**src/rtl/puf_scan_seq.sv**
```systemverilog
module puf_scan_seq #(
  parameter int CELLS = 96
) (
  input  logic             clk,
  input  logic             rst_n,
  input  logic             start,
  input  logic [CELLS-1:0] cell_in,
  output logic [CELLS-1:0] cell_clr,
  output logic [CELLS-1:0] cell_open,
  output logic             busy,
  output logic [CELLS-1:0] id
);
  localparam int STAGES = CELLS + 1;

  logic [STAGES-1:0] tok;
  logic              done;
  logic [CELLS-1:0]  cell_q;
  logic              go;

  assign go        = start && !busy;
  assign busy      = (|tok) || done;
  assign cell_clr  = tok[CELLS-1:0];
  assign cell_open = tok[STAGES-1:1];

  always_ff @(posedge clk) begin
    if (!rst_n)  tok <= '0;
    else if (go) tok <= STAGES'(1);
    else         tok <= tok << 1;
  end

  always_ff @(posedge clk) begin
    if (!rst_n) begin
      done   <= 1'b0;
      cell_q <= '0;
      id     <= '0;
    end else begin
      done   <= tok[STAGES-1];
      cell_q <= cell_in;
      if (done) id <= cell_q;
    end
  end
endmodule

```
**config.mk**
```make
export PLATFORM = sky130hd
export DESIGN_NAME = puf_scan_seq
export DESIGN_NICKNAME = d
export VERILOG_FILES = /design/src/rtl/puf_scan_seq.sv
export SDC_FILE = /design/constraint.sdc
export NUM_CORES = 1
export LEC_CHECK = 0
export BUFFER_PORTS_ARGS = -buffer_cell sky130_fd_sc_hd__buf_2
export CAP_MARGIN = 20
export CELL_PAD_IN_SITES_DETAIL_PLACEMENT = 0
export CELL_PAD_IN_SITES_GLOBAL_PLACEMENT = 2
export CORE_ASPECT_RATIO = 2
export CORE_UTILIZATION = 31
export CTS_CLUSTER_DIAMETER = 200
export DETAILED_ROUTE_END_ITERATION = 6
export GPL_TIMING_DRIVEN = 0
export PLACE_DENSITY_LB_ADDON = 0.1
export SLEW_MARGIN = 20
export SYNTH_ARGS = -nofsm -noshare
export SYNTH_HDL_FRONTEND = slang
export SYNTH_SLANG_ARGS = --single-unit
```
**constraint.sdc**
```tcl
create_clock -name clk -period 2.15 [get_ports clk]
set_input_delay 0 -clock clk [delete_from_list [all_inputs] [get_ports clk]]
set_output_delay 0 -clock clk [all_outputs]
set_load 0.01 [all_outputs]
```
==> impl_metrics.yaml <==
setup_path:
  required_ps: 2150
  critPathMaxFanout: 4
  path_buf_inv: 1
  critPathTopFamily: "simple AND/OR/NAND/NOR gates"
  cp-start-kind: "flop"
  cpPeakStageDelay_ps: 400
  critical_path_depth: 5
  worst_setup_path_end_kind: "primary output"
  r2r_cells: 4
  path_cells: "nor4_1 > nand4_1 > nor4_4 > nand3_1 > buf_2"
  slowest_stage: "dfxtp_1"
  cp.arrival_ps: 2010
  setup.worst_path.class: "reg2out"
power_and_ir_drop:
  ir_worst_vdd_mv: 0.536
  p_leak_nw: 6.73
  power_density_nw_per_um2: 782
finish:
  drive_gt1_share_pct: 39.9
  final_cell_mix: "buf_2, dfxtp_1, and2_1"
  fillers: 3071
  syn_to_final_growth_pct: 45.6
  multi_input_area_um2: 3050
  final_nets: 1461
  layout_commonest_cell: "buf_2"
  fin_util_pct: 45.9
  regArea_um2: 5810
  stdcell_count: 1800
  diodes: 0
floorplanning:
  core_um2: 30900
  die_area_um2: 32100
  fp.dieW_um: 127
  start_util_pct: 31.5
  rows: 91
  die_y_um: 253
  io_pins: 388
global_route:
  grt_max_degree: 16
  grt_usage_pct: 17.4
  grt_overflow_total: 0
  grt_pass1_wl_mm: 42.2
  grt_pass1_vias: 7481
  antenna_found_initial: 0
drt:
  dr.pass1.iters: 4
  wl_per_cell_um: 15.8
  first_iter_violations: 145
  via_per_inst: 4.06
  drcViolationCount: 0
  drt-total-wl_mm: 28.5
  highest_layer: "met4"
  wl_met1_mm: 10.1
  wl_met2_mm: 15.9
  drtAntennaViolNets: 0
  routed-wl-met3_mm: 1.77
  vias: 7307
synth:
  yosysSeqAreaShare_pct: 59.7
  yosysUniqueCellTypes: 16
  synth.net_count: 949
  netlist_area_um2: 9730
  avgSynthCellArea_um2: 11.4
  synth_top_area_cell: "dfxtp_1"
  syn_inst: 850
  synth-seq-cells: 290
  yosys_warnings: 0
  synth_top_area_share_pct: 59.7
  synthTopCellsByArea: "dfxtp_1, and2_1, mux2i_1"
placement:
  place_congestion: 0.790
  numPortBuffers: 386
  dp.cells: 1654
  pre_cts_slack_ps: 473
  hpwl_mm: 21.7
timing:
  setup_ws_ps: 141
  worst_pin_slew_ps: 423
  hold_violations: 0
  post-route-period-util_pct: 93.4
  fmax_ghz: 0.498
  tns_ps: 0
  slew_headroom_pct: 71.6
  rsz0062_at_grt: "no"
  fin_hold_ws_ps: 24.3
  final.setup_skew_ps: 10.3
  period_needed_ps: 2010
  slew_viol_final: 0
  setup_viol: 0
cts:
  clk_pin_slew_worst_paths_ps: 70
  cts_tree: "done"
  clockBufferDepth: 3
  cts_buffers: 27
  htreeDepth: 1
  clk_latency_ps: 530
  cts_setup_buffers: 0
  clockRootBuffer: "clkbuf_16"
  clkSinkCount: 290
worst_hold_path:
  hold_class: "in2reg"
  hold_path_depth: 3
outcome:
  run_status: "finished clean"
flow_run:
  cap_violations: 0
registers in the layout, indices dropped and copies added (netlist names):
| register | count |
|---|---|
| done | 1 |
| id | 96 |
| cell_q | 96 |
| tok | 97 |
cells by family (layout without fill, tap and decap cells):
family	after synthesis	after routing	synth area share, %
flops	290	290	59.7
simple gates	326	326	21.0
buf+inv	138	670	9.48
mux	96	96	9.88
synthesized netlist by cell type:
| library cell | number |
|---|---|
| nor2b_1 | 96 |
| nor4_1 | 24 |
| nor2_1 | 2 |
| mux2i_1 | 96 |
| nor4_2 | 1 |
| nand3_1 | 1 |
| nand4_1 | 5 |
| buf_4 | 97 |
| buf_6 | 4 |
| and3_1 | 3 |
| dfxtp_1 | 290 |
| and2_2 | 2 |
| nand2_1 | 1 |
| clkbuf_1 | 29 |
| and2_1 | 191 |
| buf_2 | 8 |
worst paths after layout:
kind,start,to,slack [ps]
setup / recovery,tok[47],busy,140
hold reg to reg,cell_q[52],id[52],490
setup reg to reg,tok[47],tok[0],690
hold / removal,rst_n,tok[0],20
through the flow:
stage / total power (W) / instance area, um2
2_1_floorplan: 0.00576 / 9730
3_3_place_gp: 0.00592 / 12200
3_5_place_dp: 0.00592 / 12200
4_1_cts: 0.0113 / 14100
5_1_grt: 0.0115 / 14200
6_report: 0.0111 / 14200
where the power goes:
group / switching [W] / leakage (nW) / internal (W)
Clock: 0.00207 / 0.466 / 0.00308
Combinational: 0.000166 / 3.90 / 0.000273
Sequential: 0.0000267 / 2.36 / 0.00547
Total: 0.00226 / 6.73 / 0.00882
what timing repair did:
action,CTS,global route
hold endpoints to repair,97,0
hold buffers,97,0
setup endpoints to repair,1,1
pin swaps,3,0
gates cloned,0,0
resized for setup,3,4
layer usage:
layer | track usage, % | vias up
li1 | - | 3643
met1 | 16.6 | 3348
met2 | 35.2 | 273
met3 | 3.66 | 43
met4 | 6.22 | 0
met5 | 0 | -
final cells by class:
type                    instances  share of cell area, %
clock buffers                  34                   5.31
well taps                     418                   3.69
flip-flops and latches        290                   41.0
clock inverters                15                   1.48
repair buffers                483                   20.5
plain buffers                 138                   6.51
multi-input cells             422                   21.5
worst reg2reg max path: stages (launching register included):
cell     delay (ps)
dfxtp_1         400
nor4_1          340
nand4_1         190
nor4_4          300
and3_1          190
No activity file was read; power rests on OpenSTA's default activity.
